<file path="src/rtl/pllc_pkg.sv">
package pllc_pkg;

  localparam int NUM_REGS = 9;
  localparam int NDIV     = 4;
  localparam int DIV_W    = 8;
  localparam int RAT_W    = DIV_W + 1;

  typedef enum logic [3:0] {
    IX_CTRL = 4'd0,
    IX_STAT = 4'd1,
    IX_GO   = 4'd2,
    IX_CFG1 = 4'd3,
    IX_CFG2 = 4'd4,
    IX_CFG3 = 4'd5,
    IX_SPR1 = 4'd6,
    IX_SPR2 = 4'd7,
    IX_CFG4 = 4'd8
  } reg_ix_e;

  typedef enum logic [1:0] {
    PH_IDLE  = 2'd0,
    PH_APPLY = 2'd1,
    PH_WAIT  = 2'd2
  } phase_e;

  // config2 bit that enables divider k
  function automatic int en_pos(int k);
    case (k)
      0:       return 16;
      1:       return 18;
      2:       return 23;
      default: return 25;
    endcase
  endfunction

  // status bit that acknowledges divider k
  function automatic int ack_pos(int k);
    case (k)
      0:       return 7;
      1:       return 8;
      2:       return 10;
      default: return 11;
    endcase
  endfunction

  function automatic logic [8:0] n_from_field(logic [7:0] f);
    return {1'b0, f} + 9'd1;
  endfunction

  function automatic logic [RAT_W-1:0] post_ratio(logic [DIV_W-1:0] code, logic on);
    return on ? ({1'b0, code} + RAT_W'(1)) : '0;
  endfunction

endpackage

</file>
<file path="src/rtl/pllc_regfile.sv">
module pllc_regfile
  import pllc_pkg::*;
#(
  parameter int ADDR_W = 8
) (
  input  logic                 clk,
  input  logic                 rst_n,
  input  logic                 we,
  input  logic [ADDR_W-1:0]    addr,
  input  logic [31:0]          wdata,
  input  logic [31:0]          stat_word,
  input  logic                 go_bit,
  output logic [31:0]          rdata,
  output logic                 go_start,
  output logic [7:0]           n_field,
  output logic [11:0]          m_field,
  output logic [NDIV*DIV_W-1:0] div_codes,
  output logic [NDIV-1:0]      div_en
);

  localparam int IDX_W = ADDR_W - 2;

  logic [IDX_W-1:0]    idx;
  logic                mapped;
  logic [NUM_REGS-1:0] wr_sel;
  logic [31:0]         store [NUM_REGS];

  assign idx    = addr[ADDR_W-1:2];
  assign mapped = (addr[1:0] == 2'b00) && (idx < IDX_W'(NUM_REGS));

  for (genvar i = 0; i < NUM_REGS; i++) begin : g_reg
    assign wr_sel[i] = we && mapped && (idx == IDX_W'(i));
    if (i == int'(IX_STAT) || i == int'(IX_GO)) begin : g_ro
      assign store[i] = '0;
    end else begin : g_rw
      always_ff @(posedge clk) begin
        if (!rst_n)         store[i] <= '0;
        else if (wr_sel[i]) store[i] <= wdata;
      end
    end
  end

  assign go_start = wr_sel[IX_GO] && wdata[0];

  always_comb begin
    rdata = '0;
    if (mapped) begin
      if (idx == IDX_W'(IX_STAT))     rdata = stat_word;
      else if (idx == IDX_W'(IX_GO))  rdata = {31'b0, go_bit};
      else                            rdata = store[idx[3:0]];
    end
  end

  assign n_field   = store[IX_CFG1][8:1];
  assign m_field   = store[IX_CFG1][20:9];
  assign div_codes = store[IX_CFG3][NDIV*DIV_W-1:0];

  for (genvar k = 0; k < NDIV; k++) begin : g_en
    assign div_en[k] = store[IX_CFG2][en_pos(k)];
  end

endmodule

</file>
<file path="src/rtl/pllc_seq.sv">
module pllc_seq
  import pllc_pkg::*;
#(
  parameter int RST_DONE_CYC = 8,
  parameter int APPLY_CYC    = 4,
  parameter int LOCK_CYC     = 16
) (
  input  logic clk,
  input  logic rst_n,
  input  logic go_start,
  output logic done,
  output logic go_bit,
  output logic locked
);

  localparam int SEQ_MAX = (APPLY_CYC > LOCK_CYC) ? APPLY_CYC : LOCK_CYC;
  localparam int SEQ_W   = $clog2(SEQ_MAX + 1);
  localparam int RST_W   = $clog2(RST_DONE_CYC + 1);

  phase_e           phase;
  logic [SEQ_W-1:0] cnt;
  logic [RST_W-1:0] rcnt;

  always_ff @(posedge clk) begin
    if (!rst_n) begin
      done <= 1'b0;
      rcnt <= '0;
    end else if (!done) begin
      if (rcnt == RST_W'(RST_DONE_CYC - 1)) done <= 1'b1;
      else                                   rcnt <= rcnt + 1'b1;
    end
  end

  always_ff @(posedge clk) begin
    if (!rst_n) begin
      phase  <= PH_IDLE;
      cnt    <= '0;
      locked <= 1'b0;
    end else if (go_start) begin
      phase  <= PH_APPLY;
      cnt    <= SEQ_W'(APPLY_CYC - 1);
      locked <= 1'b0;
    end else begin
      case (phase)
        PH_APPLY: begin
          if (cnt == '0) begin
            phase <= PH_WAIT;
            cnt   <= SEQ_W'(LOCK_CYC - 1);
          end else begin
            cnt <= cnt - 1'b1;
          end
        end
        PH_WAIT: begin
          if (cnt == '0) begin
            phase  <= PH_IDLE;
            locked <= 1'b1;
          end else begin
            cnt <= cnt - 1'b1;
          end
        end
        default: phase <= PH_IDLE;
      endcase
    end
  end

  assign go_bit = (phase == PH_APPLY);

endmodule

</file>
<file path="src/rtl/pllc_ack.sv">
module pllc_ack
  import pllc_pkg::*;
(
  input  logic            clk,
  input  logic            rst_n,
  input  logic [NDIV-1:0] en,
  input  logic            locked,
  output logic [NDIV-1:0] ack
);

  for (genvar k = 0; k < NDIV; k++) begin : g_div
    logic [1:0] pipe;
    always_ff @(posedge clk) begin
      if (!rst_n) pipe <= '0;
      else        pipe <= {pipe[0], en[k]};
    end
    assign ack[k] = pipe[1] & locked;
  end

endmodule

</file>
<file path="src/rtl/pllc_regs.sv">
module pllc_regs
  import pllc_pkg::*;
#(
  parameter int ADDR_W       = 8,
  parameter int RST_DONE_CYC = 8,
  parameter int APPLY_CYC    = 4,
  parameter int LOCK_CYC     = 16
) (
  input  logic                  clk,
  input  logic                  rst_n,
  input  logic                  bus_we,
  input  logic [ADDR_W-1:0]     bus_addr,
  input  logic [31:0]           bus_wdata,
  output logic [31:0]           bus_rdata,
  output logic [8:0]            pll_n_o,
  output logic [11:0]           pll_m_o,
  output logic                  pll_locked_o,
  output logic [NDIV*RAT_W-1:0] div_ratio_o
);

  logic                   go_start, go_bit, locked, done;
  logic [31:0]            stat_word;
  logic [7:0]             n_field, lat_n;
  logic [11:0]            m_field, lat_m;
  logic [NDIV*DIV_W-1:0]  div_codes, lat_codes;
  logic [NDIV-1:0]        div_en, ack;

  pllc_regfile #(.ADDR_W(ADDR_W)) u_rf (
    .clk(clk), .rst_n(rst_n), .we(bus_we), .addr(bus_addr), .wdata(bus_wdata),
    .stat_word(stat_word), .go_bit(go_bit), .rdata(bus_rdata), .go_start(go_start),
    .n_field(n_field), .m_field(m_field), .div_codes(div_codes), .div_en(div_en)
  );

  pllc_seq #(
    .RST_DONE_CYC(RST_DONE_CYC), .APPLY_CYC(APPLY_CYC), .LOCK_CYC(LOCK_CYC)
  ) u_seq (
    .clk(clk), .rst_n(rst_n), .go_start(go_start),
    .done(done), .go_bit(go_bit), .locked(locked)
  );

  pllc_ack u_ack (
    .clk(clk), .rst_n(rst_n), .en(div_en), .locked(locked), .ack(ack)
  );

  always_ff @(posedge clk) begin
    if (!rst_n) begin
      lat_n     <= '0;
      lat_m     <= '0;
      lat_codes <= '0;
    end else if (go_start) begin
      lat_n     <= n_field;
      lat_m     <= m_field;
      lat_codes <= div_codes;
    end
  end

  always_comb begin
    stat_word    = '0;
    stat_word[0] = done;
    stat_word[1] = locked;
    for (int k = 0; k < NDIV; k++) stat_word[ack_pos(k)] = ack[k];
  end

  for (genvar k = 0; k < NDIV; k++) begin : g_rat
    assign div_ratio_o[k*RAT_W +: RAT_W] = post_ratio(lat_codes[k*DIV_W +: DIV_W], ack[k]);
  end

  assign pll_n_o      = n_from_field(lat_n);
  assign pll_m_o      = lat_m;
  assign pll_locked_o = locked;

endmodule

</file>
<file path="config.mk">
export PLATFORM = sky130hd
export DESIGN_NAME = pllc_regs
export DESIGN_NICKNAME = d
export VERILOG_FILES = /design/src/rtl/pllc_pkg.sv /design/src/rtl/pllc_regfile.sv /design/src/rtl/pllc_seq.sv /design/src/rtl/pllc_ack.sv /design/src/rtl/pllc_regs.sv
export SDC_FILE = /design/constraint.sdc
export NUM_CORES = 1
export LEC_CHECK = 0
export ABC_AREA = 1
export BUFFER_PORTS_ARGS = -buffer_cell sky130_fd_sc_hd__buf_4
export CORE_MARGIN = 5
export CORE_UTILIZATION = 50
export CTS_BUF_LIST = sky130_fd_sc_hd__clkbuf_16
export DETAILED_ROUTE_END_ITERATION = 16
export PLACE_DENSITY = 0.8
export SLEW_MARGIN = 0
export SYNTH_ARGS = -nofsm -noshare
export SYNTH_HDL_FRONTEND = slang
export SYNTH_HIERARCHICAL = 1
export SYNTH_SLANG_ARGS = --single-unit
</file>
<file path="constraint.sdc">
create_clock -name clk -period 2.3 [get_ports clk]
set_clock_uncertainty 0.1 [all_clocks]
set_input_delay 0.345 -clock clk [delete_from_list [all_inputs] [get_ports clk]]
set_output_delay 0.345 -clock clk [all_outputs]
set_load 0.01 [all_outputs]
</file>
==> results of run 1 <==
-- stage by stage --
stage,power [mW],instance area (um^2),util
finish,11.2,16900,0.589
global route,11.4,16900,0.589
CTS,11.2,16800,0.588
detailed placement,5.75,15600,0.546
global placement,5.74,15600,0.546
floorplan,5.47,14600,-
-- area by class of cell --
class | instances | area share
Inverter | 103 | 0.0237
Tap cell | 384 | 0.0285
Clock inverter | 26 | 0.0203
Multi-Input combinational cell | 1623 | 0.424
Clock buffer | 31 | 0.0460
Timing Repair Buffer | 213 | 0.104
Sequential cell | 297 | 0.353
Antenna cell | 1 | 0.000148
-- worst max-delay path: stages (launching register included) --
cell	delay, ns
dfxtp_1	0.33
nand2_1	0.08
a21oi_1	0.08
o21ai_0	0.33
nand3b_1	0.16
nand2_1	0.09
inv_1	0.04
buf_4	0.13
-- flip-flops by register name, indices dropped and copies added, names as in the netlist, 5 cells and up --
register / flops
u_rf/div_codes: 32
pll_m_o: 12
lat_n: 8
u_rf/n_field: 8
u_rf/m_field: 12
u_seq/cnt: 5
u_ack/g_div.pipe: 8
u_rf/store: 168
lat_codes: 32
-- where the power goes --
| part | internal [mW] | switching, mW |
|---|---|---|
| Clock | 3.35 | 2.16 |
| Combinational | 0.144 | 0.372 |
| Sequential | 5.15 | 0.00619 |
| Total | 8.64 | 2.54 |
-- repair_timing --
action / in CTS / in global routing
hold endpoints to repair: 34 / 0
setup endpoints to repair: 12 / 13
gates resized for setup: 3 / 15
buffers inserted: 0 / 0
hold buffers: 10 / 0
-- cells in the final DEF (no fill, tap or decap), types with 2 or more instances in the layout --
cell           instances
buf_4                192
inv_2                  7
dfxtp_2               11
nand2_1              645
clkinv_1               5
ha_1                   7
conb_1                26
inv_1                 92
nand3b_1              31
dlygate4sd3_1         10
clkinv_4               2
nand2_2                2
nand3_4                2
bufinv_16              8
clkbuf_16             31
clkinvlp_4             6
o21ai_0              251
inv_4                  2
a21oi_1              166
xnor2_1                2
nor2_2                 9
nand4_1                6
nor2_1               329
clkinv_2               7
nand3_1               30
o21ai_1               35
nor3_1                66
buf_12                11
dfxtp_1              286
a21oi_2                2
nor2_4                 6
xor2_1                 4
-- per-layer routing --
metal,routed length [um],vias to the layer above
met5,0,-
met4,2530,0
met3,5310,170
met2,20800,958
met1,18900,6803
li1,-,7082
-- logic make-up after synthesis --
logic type / Yosys count
and+or+nand+nor: 1129
buffers and inverters: 299
adders and majority gates: 7
other: 1
DFF: 297
AOI/OAI and AO/OA: 455
xor gates and xnor gates: 6
-- final timing paths --
check,from,endpoint,slack (ns),cells after the start
worst max-delay path,u_rf/div_codes[1]$_SDFFE_PN0P_,bus_rdata[1],0.04,7
worst min-delay path,bus_wdata[27],u_rf/store[27]$_SDFFE_PN0P_,0.001,3
worst max register to register,u_seq/cnt[0]$_SDFFE_PN0P_,u_seq/cnt[0]$_SDFFE_PN0P_,0.95,7
worst min register to register,u_ack/g_div[0].pipe[0]$_SDFF_PN0_,u_ack/g_div[0].pipe[1]$_SDFF_PN0_,0.32,2
==> metrics.md, run 1 <==
| Metric | Value |
|---|---|
| Status | finished, final reports clean |
| Main flop type after synthesis | dfxtp_1 |
| DRT iter0 DRCs | 2087 |
| Yosys Warn Count | 6 |
| Global routing usage on met2 | 0.443 |
| EDFF count, synth | 0 |
| Clk buf depth | 3 |
| NumNets Final | 2319 |
| Met1 Use GR | 0.362 |
| Root Buffer | clkbuf_16 |
| HP Class | primary input to flip-flop |
| Critical path data arrival time | 1.81 ns |
| Wirelength, routed | 47600 um |
| H-tree Lvls | 1 |
| Top Usage Layer GRT | met2 |
| Clk_lat worst skew | 0.57 ns |
| CTS tree | yes |
| Synth top area share | 0.411 |
| Worst vdd ir | 475 uV |
| Hold Slack | 0.00114 ns |
| Complex-gate fraction of the synthesized area | 0.158 |
| Filler instances | 2570 |
| Post-Synth Adder-Cell Area | 0.00605 |
| Commonest cells post-synth | nand2_1 (646), nor2_1 (332), dfxtp_1 (297), o21ai_0 (252), a21oi_1 (166) |
| Simple-gate share of the synthesized area | 0.318 |
| Die width | 180 um |
| Post-synthesis cell area | 14500 um^2 |
| Critical path startpoint category | flip-flop |
| Vias in the first global route | 14100 |
| HPWL after detailed placement | 32000 um |
| Mux contribution to synthesized area | 0 |
| GPL Wtd Cong | 0.939 |
| Die ar. | 32500 um^2 |
| Drt pass-1 iters | 7 |
| First-pass GRT wire length | 74200 um |
| Global-route usage over all layers | 0.276 |
| Die Span Y | 180 um |
| P&R area growth vs syn | 16.5% |
| Fin cells | 2678 |
| Max_slew headroom | 0.516 |
| Top-count cell post-synth | nand2_1 |
| CORE AREA | 28600 um^2 |
| I/O Buffers | 132 |
| Top cells by area, synth | dfxtp_1 (41%), nand2_1 (17%), o21ai_0 (8.7%), nor2_1 (8.6%), a21oi_1 (5.7%) |
| Critical Path Sink Type | primary output |
| Max Fclk | 443 MHz |
| Initial antenna violation count | 1 |
| DR DRC count | 0 |
| IO Count | 133 |
| Area leader, netlist | dfxtp_1 |
| Largest net degree at the start of global routing | 121 |
| Main combinational cell family by area after synthesis | simple AND/OR/NAND/NOR gates |
| Pre-CTS WS | 0.0449 ns |
| FF/Latch Area | 5960 um^2 |
| Worst Max-Slew Pin Slew | 0.724 ns |
| Min Tclk post-route | 2.26 ns |
| Total congestion overflow | 0 |
| Fin worst setup slack | 0.0449 ns |
| Synth Area in XOR/XNOR | 0.00363 |
| Pwr Density | 663 nW/um^2 |
| Critical Path RT | 1.86 ns |
| Setup TNS Final | 0 ns |
| Sequential fraction of the synthesis area | 0.411 |
| Drt wl/cell | 17.8 um |
| Fin. max-slew vios | 0 |
| Multi-input gate area | 7140 um^2 |
| Routed Antenna Nets | 0 |
| CP Class | flip-flop to primary output |
| Share of layout cells above drive strength 1 | 0.131 |
| Clock transition at path regs | 0.06 ns |
| Vias per Instance | 5.61 |
| Worst-path fanout max | 3 |
| Cells after Synth | 2194 |
| Final setup fails | 0 |
| Post-synth ARST share | 0 |
| Starting Density | 0.506 |
| Num CTS Buffers | 31 |
| DR vias | 15000 |
| Post-Place Cells | 2610 |
| Period utilisation layout | 0.980 |
| Sink Count | 297 |
| Synth cell types | 33 |
| Met3 Use GR | 0.0529 |
| Final hold violations | 0 |
| Maxcap violations | 0 |
| Leakage power | 7.52 nW |
| FF+latch count, synth | 297 |
| Unrepaired setup endpoints after global routing | false |
| Rows | 62 |
| Avg Cell Area, Syn | 6.60 um^2 |
Power figures use the tool's default switching activity.
==> run 2: changes to the inputs <==
- CTS_BUF_LIST: sky130_fd_sc_hd__clkbuf_16 -> sky130_fd_sc_hd__clkbuf_8
- MAX_ROUTING_LAYER: unset -> met4
==> run 2 against run 1 <==
  * First-iteration DRC count decreased by 17%
  * Worst hold slack improved by 0.030 ns
  * Register-to-register slack worse by 0.03 ns
  * Highest routed layer unchanged
  * Largest cell class unchanged
  * Clock power fell by 20%
  * Via count is 0.89% lower
==> metrics.md, run 2 (synthesized netlist as in run 1, its figures left out) <==
| Metric | Value |
|---|---|
| Worst R2R Setup Slack | 0.92 ns (was 0.95 ns) |
| Post-Place Cells | 2610 (unchanged) |
| Maxcap violations | 0 (unchanged) |
| Max_slew headroom | 0.538 (was 0.516) |
| CTS tree | yes (unchanged) |
| HP Class | primary input to flip-flop (unchanged) |
| Design area | 16800 um^2 (was 16900 um^2) |
| CP Class | flip-flop to primary output (unchanged) |
| Critical Path Sink Type | primary output (unchanged) |
| Die width | 180 um (unchanged) |
| Final hold violations | 0 (unchanged) |
| Routed Antenna Nets | 0 (unchanged) |
| CORE AREA | 28600 um^2 (unchanged) |
| Wirelength, routed | 47100 um (was 47600 um) |
| Drt pass-1 iters | 6 (was 7) |
| I/O Buffers | 132 (unchanged) |
| DR DRC count | 0 (unchanged) |
| First-pass GRT wire length | 74100 um (was 74200 um) |
| P&R area growth vs syn | 16.3% (was 16.5%) |
| Worst Max-Slew Pin Slew | 0.693 ns (was 0.724 ns) |
| Min Tclk post-route | 2.23 ns (was 2.26 ns) |
| HPWL after detailed placement | 31900 um (was 32000 um) |
| Sink Count | 297 (unchanged) |
| Initial antenna violation count | 2 (was 1) |
| Status | finished, final reports clean (unchanged) |
| Switching power total | 2.43 mW (was 2.54 mW) |
| Largest net degree at the start of global routing | 136 (was 121) |
| Leakage power | 7.57 nW (was 7.52 nW) |
| Clk buf depth | 3 (unchanged) |
| Critical path startpoint category | flip-flop (unchanged) |
| Unrepaired setup endpoints after global routing | true (was false) |
| Fin cells | 2717 (was 2678) |
| IO Count | 133 (unchanged) |
| Util after Layout | 0.588 (was 0.589) |
| Most common library cell in the layout ignoring fill and taps | nand2_1 (unchanged) |
| Clock power share | 0.437 (was 0.493) |
| Sw Ratio | 0.240 (was 0.227) |
| Clk_lat worst skew | 0.57 ns (about the same) |
| DR vias | 14900 (was 15000) |
| Final setup fails | 0 (unchanged) |
| Critical Path RT | 1.86 ns (about the same) |
| Total congestion overflow | 0 (unchanged) |
| Max reg flops | 168 (unchanged) |
| P_int | 7.68 mW (was 8.64 mW) |
| Max Fclk | 449 MHz (was 443 MHz) |
| Die ar. | 32500 um^2 (unchanged) |
| Reg2reg path depth | 7 (unchanged) |
| Num CTS Buffers | 48 (was 31) |
| Clock transition at path regs | 0.06 ns (about the same) |
| Fin. max-slew vios | 0 (unchanged) |
| GPL Wtd Cong | 0.961 (was 0.939) |
| Rows | 62 (unchanged) |
| Die Span Y | 180 um (unchanged) |
| Vias per Instance | 5.48 (was 5.61) |
| Worst-path fanout max | 3 (unchanged) |
| Reg power frac | 0.510 (was 0.461) |
| Worst Setup EP | bus_rdata[17] (was bus_rdata[1]) |
| Pwr Density | 601 nW/um^2 (was 663 nW/um^2) |
| Critical path origin | u_rf/div_codes[17]$_SDFFE_PN0P_ (was u_rf/div_codes[1]$_SDFFE_PN0P_) |
| Dpl cell area | 15600 um^2 (about the same) |
| Critical path data arrival time | 1.78 ns (was 1.81 ns) |
| DRT iter0 DRCs | 1722 (was 2087) |
| Root Buffer | clkbuf_8 (was clkbuf_16) |
| Combinational group share of total power | 0.053 (was 0.046) |
| Reg-to-reg startpoint | u_seq/cnt[0]$_SDFFE_PN0P_ (unchanged) |
| Worst vdd ir | 418 uV (was 475 uV) |
| Reg with most FFs | u_rf/store (unchanged) |
| Global-route usage over all layers | 0.285 (was 0.276) |
| Vias in the first global route | 13700 (was 14100) |
| Most frequent cells in the layout | nand2_1 (645), nor2_1 (329), dfxtp_1 (285) (was nand2_1 (645), nor2_1 (329), dfxtp_1 (286)) |
| Drt wl/cell | 17.3 um (was 17.8 um) |
| H-tree Lvls | 2 (was 1) |
| Starting Density | 0.506 (unchanged) |
| Period utilisation layout | 0.968 (was 0.980) |
| Reg2reg end | u_seq/cnt[0]$_SDFFE_PN0P_ (unchanged) |
| Share of layout cells above drive strength 1 | 0.139 (was 0.131) |
| Setup TNS Final | 0 ns (unchanged) |
| NumNets Final | 2354 (was 2319) |
run 2: worst max-delay path, stage by stage (launching register included):
cell,delay [ns]
dfxtp_1,0.44
nand2_1,0.08
a21oi_1,0.14
o21ai_0,0.12
buf_4,0.18
nand3b_1,0.07
nand2_1,0.06
inv_1,0.05
buf_4,0.11
run 2: per-stage QoR:
stage | power [mW] | hold slack [ns] | setup WS (ns)
final | 10.1 | 0.0312 | 0.0740
after global routing | 10.4 | 0.0134 | -0.0461
after CTS | 10.1 | 0.00458 | 0.0185
after detailed placement | 5.75 | 0.298 | -0.0124
after global placement | 5.75 | 0.303 | 0.0537
after floorplan | 5.47 | 0.290 | 0.0135
run 2: layout make-up:
type / count / area [um^2]
Antenna cell: 1 / 2.50
Fill cell: 2670 / 11800
Clock buffer: 58 / 798
Timing Repair Buffer: 231 / 1920
Inverter: 103 / 393
Sequential cell: 297 / 5970
Multi-Input combinational cell: 1623 / 7160
Clock inverter: 20 / 115
Tap cell: 384 / 480
run 2: worst min-delay path by stage:
stage / start / slack (ns) / end / depth (start not counted)
6_report: bus_wdata[17] / 0.03 / u_rf/store[273]$_SDFFE_PN0P_ / 3
5_1_grt: bus_wdata[18] / 0.01 / u_rf/m_field[9]$_SDFFE_PN0P_ / 3
4_1_cts: bus_wdata[3] / 0.005 / u_rf/store[259]$_SDFFE_PN0P_ / 3
3_5_place_dp: u_ack/g_div[0].pipe[0]$_SDFF_PN0_ / 0.30 / u_ack/g_div[0].pipe[1]$_SDFF_PN0_ / 2
3_3_place_gp: u_ack/g_div[0].pipe[0]$_SDFF_PN0_ / 0.30 / u_ack/g_div[0].pipe[1]$_SDFF_PN0_ / 2
2_1_floorplan: u_ack/g_div[0].pipe[0]$_SDFF_PN0_ / 0.29 / u_ack/g_div[0].pipe[1]$_SDFF_PN0_ / 2
run 2: power groups by stage:
stage	clock network, mW	registers [mW]	logic (mW)
2_1_floorplan	0	5.27	0.204
3_3_place_gp	0	5.27	0.477
3_5_place_dp	0	5.27	0.481
4_1_cts	4.47	5.16	0.515
5_1_grt	4.70	5.15	0.558
6_report	4.42	5.16	0.533
run 2: repair_timing:
item | CTS | global route
hold endpoints to repair | 87 | 0
buffers inserted | 0 | 3
resized for setup | 5 | 22
pin swaps | 0 | 1
endpoints found under the setup margin | 20 | 23
hold buffers | 25 | 0
run 2: routing by layer:
layer,routed length [um],GRT usage
met4,1930,0.114
met3,4780,0.0668
met1,19500,0.369
met2,20900,0.432
met5,0,-
